==> src/rtl/ext_irq_pkg.sv <==
package ext_irq_pkg;
  typedef enum logic {
    TRIG_LEVEL = 1'b0,
    TRIG_EDGE  = 1'b1
  } trig_mode_e;

  localparam int unsigned SYNC_STAGES_DEF = 2;
  localparam logic        PIN_IDLE        = 1'b1;
endpackage

==> src/rtl/ext_irq_sync.sv <==
module ext_irq_sync #(
  parameter int unsigned STAGES = 2,
  parameter logic        IDLE   = 1'b1
) (
  input  logic clk_i,
  input  logic rst_ni,
  input  logic d_i,
  output logic q_o
);
  localparam int unsigned LAST = STAGES - 1;

  logic [STAGES-1:0] chain_q;

  generate
    if (STAGES == 1) begin : g_one
      always_ff @(posedge clk_i or negedge rst_ni) begin
        if (!rst_ni) chain_q <= IDLE;
        else         chain_q <= d_i;
      end
    end else begin : g_multi
      always_ff @(posedge clk_i or negedge rst_ni) begin
        if (!rst_ni) chain_q <= {STAGES{IDLE}};
        else         chain_q <= {chain_q[STAGES-2:0], d_i};
      end
    end
  endgenerate

  assign q_o = chain_q[LAST];
endmodule

==> src/rtl/ext_irq_fall_det.sv <==
module ext_irq_fall_det #(
  parameter logic IDLE = 1'b1
) (
  input  logic clk_i,
  input  logic rst_ni,
  input  logic pin_s_i,
  output logic fall_o
);
  logic prev_q;

  always_ff @(posedge clk_i or negedge rst_ni) begin
    if (!rst_ni) prev_q <= IDLE;
    else         prev_q <= pin_s_i;
  end

  assign fall_o = prev_q & ~pin_s_i;

  // a detection pulse never lasts two cycles
  AST_FALL_SINGLE: assert property (@(posedge clk_i) disable iff (!rst_ni)
    fall_o |=> !fall_o);
endmodule

==> src/rtl/ext_irq_flag.sv <==
module ext_irq_flag
  import ext_irq_pkg::*;
(
  input  logic clk_i,
  input  logic rst_ni,
  input  logic pin_s_i,
  input  logic fall_i,
  input  logic mode_i,
  input  logic ack_i,
  input  logic we_i,
  input  logic wd_i,
  output logic flag_o
);
  trig_mode_e mode;
  logic       flag_q, flag_d;

  assign mode = trig_mode_e'(mode_i);

  always_comb begin
    flag_d = flag_q;
    if (mode == TRIG_LEVEL) begin
      flag_d = ~pin_s_i;
    end else begin
      if (fall_i)     flag_d = 1'b1;   // edge wins so no event is lost
      else if (we_i)  flag_d = wd_i;
      else if (ack_i) flag_d = 1'b0;
    end
  end

  always_ff @(posedge clk_i or negedge rst_ni) begin
    if (!rst_ni) flag_q <= 1'b0;
    else         flag_q <= flag_d;
  end

  assign flag_o = flag_q;

  AST_EDGE_SET: assert property (@(posedge clk_i) disable iff (!rst_ni)
    (mode_i && fall_i) |=> flag_o);
  AST_ACK_CLR: assert property (@(posedge clk_i) disable iff (!rst_ni)
    (mode_i && ack_i && !fall_i && !we_i) |=> !flag_o);
  AST_LEVEL_TRACK: assert property (@(posedge clk_i) disable iff (!rst_ni)
    (!mode_i) |=> (flag_o == !$past(pin_s_i)));
  AST_EDGE_HOLD: assert property (@(posedge clk_i) disable iff (!rst_ni)
    (mode_i && !fall_i && !ack_i && !we_i) |=> $stable(flag_o));
  AST_WR_LOAD: assert property (@(posedge clk_i) disable iff (!rst_ni)
    (mode_i && we_i && !fall_i) |=> (flag_o == $past(wd_i)));
endmodule

==> src/rtl/ext_irq_detect.sv <==
module ext_irq_detect
  import ext_irq_pkg::*;
#(
  parameter int unsigned SYNC_STAGES = SYNC_STAGES_DEF
) (
  input  logic clk_i,
  input  logic rst_ni,
  input  logic pin_ni,
  input  logic trig_edge_i,
  input  logic ack_i,
  input  logic flag_we_i,
  input  logic flag_wd_i,
  output logic pend_o,
  output logic irq_o
);
  logic pin_s;
  logic fall;
  logic flag;

  ext_irq_sync #(
    .STAGES (SYNC_STAGES),
    .IDLE   (PIN_IDLE)
  ) u_sync (
    .clk_i  (clk_i),
    .rst_ni (rst_ni),
    .d_i    (pin_ni),
    .q_o    (pin_s)
  );

  ext_irq_fall_det #(
    .IDLE (PIN_IDLE)
  ) u_fall (
    .clk_i   (clk_i),
    .rst_ni  (rst_ni),
    .pin_s_i (pin_s),
    .fall_o  (fall)
  );

  ext_irq_flag u_flag (
    .clk_i   (clk_i),
    .rst_ni  (rst_ni),
    .pin_s_i (pin_s),
    .fall_i  (fall),
    .mode_i  (trig_edge_i),
    .ack_i   (ack_i),
    .we_i    (flag_we_i),
    .wd_i    (flag_wd_i),
    .flag_o  (flag)
  );

  assign pend_o = flag;
  assign irq_o  = flag;

  AST_IRQ_PEND: assert property (@(posedge clk_i) disable iff (!rst_ni)
    irq_o == pend_o);
  AST_ACK_LEVEL: assert property (@(posedge clk_i) disable iff (!rst_ni)
    (!trig_edge_i && ack_i && !pend_o && pin_s) |=> !pend_o);
endmodule

==> config.mk <==
export PLATFORM = sky130hd
export DESIGN_NAME = ext_irq_detect
export DESIGN_NICKNAME = d
export VERILOG_FILES = /design/src/rtl/ext_irq_pkg.sv /design/src/rtl/ext_irq_sync.sv /design/src/rtl/ext_irq_fall_det.sv /design/src/rtl/ext_irq_flag.sv /design/src/rtl/ext_irq_detect.sv
export SDC_FILE = /design/constraint.sdc
export NUM_CORES = 1
export LEC_CHECK = 0
export ABC_AREA = 0
export CELL_PAD_IN_SITES_DETAIL_PLACEMENT = 1
export CELL_PAD_IN_SITES_GLOBAL_PLACEMENT = 1
export CORE_AREA = 2 2 39 41
export CTS_CLUSTER_SIZE = 8
export DETAILED_ROUTE_END_ITERATION = 10
export DIE_AREA = 0 0 41 43
export PLACE_DENSITY = 0.4
export REMOVE_ABC_BUFFERS = 1
export SYNTH_ARGS = -nofsm -noshare
export SYNTH_HDL_FRONTEND = slang
export SYNTH_HIERARCHICAL = 1
export SYNTH_SLANG_ARGS = --single-unit
export TNS_END_PERCENT = 100
==> constraint.sdc <==
create_clock -name clk_i -period 1.2 [get_ports clk_i]
set_input_delay 0.18 -clock clk_i [delete_from_list [all_inputs] [get_ports clk_i]]
set_output_delay 0.18 -clock clk_i [all_outputs]
set_load 0.05 [all_outputs]
# After elaboration in Yosys (flattened, before gate mapping)
# Index checks and enable logic that the tools add are counted.
# word_totals
ff_bits	4
wordCells	10
input_bits	7
out_inout_bits	2
# classes
muxes	4
n_eq_ne	1
bitwise	2
# ops
op	count
two-way mux 1 bit	4
!= test 4 x 1 -> 1 bit, second input constant	1
bitwise AND 1 bit	1
NOT 1 bit	1

# Logic depth before layout (Yosys ltp)
# logic_depth
ltp_word	4
depth_mapped	3
ltp_nobuf	3

# Modules after synthesis
# The synthesis kept the hierarchy.
# modules_own_cells
mod	instances	seq_area_each_um2	area_each_um2	cells_per_inst
ext_irq_flag	1	25.0	56.3	6
ext_irq_sync	1	52.6	52.6	2
ext_irq_fall_det	1	26.3	40.0	2
ext_irq_detect	1	0.0	7.5	1

# Least setup slack after synthesis
# No wires, ideal clock.
# synth_timing
path_type	register to register
from	reg u_flag/flag_o (netlist name)
to	reg u_flag.flag_q (netlist: u_flag/flag_o)
t_arrival_ns	1.151
path_stages_with_launch	3
required_ns	1.114
setup_slack_ns	-0.037
path_buffers	0
setup_ns	0.086
period_less_slack_ns	1.237
path_cell_list	dfrtp_1 -> or3b_1 -> a32oi_1
# synth_rtl
element	line_no	source
end signal, assigned	ext_irq_flag.sv:32	else flag_q <= flag_d;
end, declared	ext_irq_flag.sv:15	logic flag_q, flag_d;

# Final worst setup path
# layout_timing
from	reg u_flag.flag_q (netlist: u_flag/flag_o)
to	out irq_o
# layout_rtl
element	line_no	source
end, declared	ext_irq_detect.sv:14	output logic irq_o
# No word-level cell between the ends.

==> results by group <==
Timing
  • Max_slew headroom: 88.4%
  • RSZ-0062 raised after global routing: no
  • Minimum clock period: about 1.1 ns
  • Worst setup margin: 0.122 ns
  • Setup Skew: between 0.004 and 0.005 ns
  • Final worst-path cycle share: 89.8%
  • Worst-Margin Slew: 0.174 ns
  • Final Max Tran Viols: 0
  • Final setup fails: 0
  • Fmax achieved: approximately 930 MHz
  • Final hold viol count: 0

Setup path
  • Worst Path Arrival: 0.90 ns
  • R2R depth: 2
  • FF-to-FF setup slack: about 0.26 ns
  • CP top delay family: flip-flops
  • Largest fanout on the critical path: 2
  • Worst setup EP type: primary output
  • Reg2Reg Capture Point: u_flag/flag_o$_DFFE_PN0P_
  • Startpoint class of the critical path: flip-flop
  • Crit path cell chain: buf_4, buf_12
  • Worst Path Required: between 1 and 1.5 ns
  • Beginning of the critical path: u_flag/flag_o$_DFFE_PN0P_
  • Crit path kind: reg2out
  • Setup crit end: irq_o
  • Worst r2r src: u_flag/flag_o$_DFFE_PN0P_
  • Cell depth of the worst setup path: 2
  • Crit path buf inv count: 2
  • Worst path max stage delay: 0.37 ns
  • Slowest cell on crit path: dfrtp_1

Synthesis
  • Avg Cell Area, Syn: 14.2 µm²
  • Sequential area share after synthesis: 66.4%
  • Async SR Flop Fraction: 100%
  • YS warnings: 6
  • Most frequent cell after synthesis: dfstp_2
  • Synth cell types: 9
  • Yosys reg bits: 4
  • Cell Area, Synth: 156 µm²
  • Post-synth EDFFs: 0
  • Synth Flop Type: dfstp_2
  • Post-synth top area cell: dfstp_2
  • Cells after synthesis: 11
  • Share of Yosys cell area claimed by the top area cell type: roughly half
  • Top cells by area, synth: dfstp_2 (50%), dfrtp_1 (16%), nor2b_4 (8.8%)

Die
  • Initial core utilization: a little under an eighth
  • Die ar.: 0.00176 mm²
  • Placeable Area: 0.00138 mm²
  • DIE WIDTH: around 40 µm
  • Die height: 43 µm
  • Row Count: 14
  • Number of placed I/O pins: 9

Route
  • DR vias/cell: between 3 and 4
  • WL/cell: ~8.3 µm
  • Post-route ant nets: 0
  • Post-route DRC: 0
  • Starting DRT DRC Count: 0
  • Post-Route WL: 325 µm
  • TritonRoute pass-1 iters: 1
  • Via Count: 124

Power
  • Sw Share: ~24%
  • Flop pwr share: 35.5%
  • Leak Pwr: 0.127 nW
  • Peak VDD IR: about 0.00048 V
  • Internal power: 0.000325 W
  • Clock share of power: 43.5%
  • PD cells: roughly 1400 mW/mm²
  • Gate power share: about a fifth
  • Switch Pwr: 0.000104 W

Finish
  • Area Overhead vs Synth: 93.6%
  • Number of inserted diodes: 0
  • Filler instances: about 160
  • Finished Core Util: 21.9%
  • Layout cells sized above 1: 43.5%
  • # nets final: 31

Clock tree
  • Post-CTS Setup Repair Bufs: 0
  • Clk_lat worst skew: 0.24 ns
  • Root buffer cell: clkbuf_4
  • Clock-pin slew on the worst setup and hold paths: 0.04 ns
  • Clock sinks: 4
  • H-tree Lvls: 1
  • Max Buffers Root-to-Sink: 2
  • Resize count post-CTS: 0
  • TritonCTS Buffers: 3
  • CTS tree: yes
  • Hold_buf cts: 0

Status
  • Run status: finished clean

Global routing
  • Initial antenna violation count: 0
  • Number of global-route vias before repair: 137
  • First-pass GRT wire length: 503 µm
  • Largest net degree at the start of global routing: 5
  • Grt ovf: 0
  • Total GRT Usage: 4.75%

Worst hold path
  • Min-delay worst type: in2async

Placement
  • Hpwl dp: between 200 and 250 µm
  • Port Buf Inserts: 8
  • Gp weighted congestion: 0.562
  • Dpl ws: -0.0318 ns

Run
  • Max_cap viols: 0
## per-layer routing
metal	routed length (µm)	track usage, %	vias up
met5	0	0	-
met4	0	8.00	0
met3	55	1.57	0
met2	145	5.63	9
met1	124	4.59	56
li1	-	-	59
## metrics by stage
stage	power, W	hold slack (ns)	setup TNS [ns]	std cells	area, µm²
floorplan	0.000186	-0.116	-0.339	10	149
global route	0.000462	0.134	0	39	303
finish	0.000429	0.139	0	39	303
global placement	0.000244	0.348	-0.00225	35	277
detailed placement	0.000245	0.353	-0.0318	35	277
CTS	0.000443	0.136	0	39	303
## layout by cell type (no fill, tap or decap)
cell             synthesis  layout
clkbuf_1                 0       1
nor2b_4                  1       1
nand2_1                  1       1
buf_12                   0       2
or3b_1                   1       1
clkbuf_4                 0       3
nor2b_1                  1       1
inv_1                    1       1
buf_4                    1       1
clkdlybuf4s50_1          0       6
dfrtp_1                  1       1
dfstp_2                  3       3
a32oi_1                  1       1
## area by class of cell
class / count / area [µm²] / area share, %
Tap cell: 16 / 20.0 / 6.61
Multi-Input combinational cell: 5 / 41.3 / 13.6
Clock buffer: 4 / 26.3 / 8.68
Sequential cell: 4 / 104 / 34.3
Inverter: 1 / 3.75 / 1.24
Timing Repair Buffer: 9 / 108 / 35.5
## how the worst min path moves through the flow
| stage | endpoint | slack [ns] | start | depth (start not counted) |
|---|---|---|---|---|
| 5_1_grt | u_flag/flag_o$_DFFE_PN0P_ | 0.13 | rst_ni | 1 |
| 6_report | u_flag/flag_o$_DFFE_PN0P_ | 0.14 | rst_ni | 1 |
| 3_3_place_gp | u_sync/chain_q[1]$_DFF_PN1_ | 0.35 | u_sync/chain_q[0]$_DFF_PN1_ | 0 |
| 4_1_cts | u_flag/flag_o$_DFFE_PN0P_ | 0.14 | rst_ni | 1 |
| 2_1_floorplan | u_flag/flag_o$_DFFE_PN0P_ | -0.12 | rst_ni | 0 |
| 3_5_place_dp | u_sync/chain_q[1]$_DFF_PN1_ | 0.35 | u_sync/chain_q[0]$_DFF_PN1_ | 0 |
## flip-flops by register name, summed over array words and instances, names as in the netlist
name	flops
u_flag/flag_o	1
u_fall/prev_q	1
u_sync/chain_q	2
## cells by family (layout without fill, tap and decap cells)
| family | count (synthesis) | count (layout) | synth area share [%] |
|---|---|---|---|
| DFF | 4 | 4 | 66.4 |
| and+or+nand+nor | 4 | 4 | 20.8 |
| buffers and inverters | 2 | 14 | 7.20 |
| AOI/OAI and AO/OA | 1 | 1 | 5.60 |
## power by group through the flow
| stage | clock (W) | sequential, W | combinational [W] |
|---|---|---|---|
| after floorplan | 0 | 0.000176 | 0.00000939 |
| after global placement | 0 | 0.000154 | 0.0000904 |
| after detailed placement | 0 | 0.000154 | 0.0000909 |
| after CTS | 0.000199 | 0.000153 | 0.0000913 |
| after global routing | 0.000215 | 0.000153 | 0.0000939 |
| final | 0.000187 | 0.000152 | 0.0000899 |
Power figures use the tool's default switching activity.
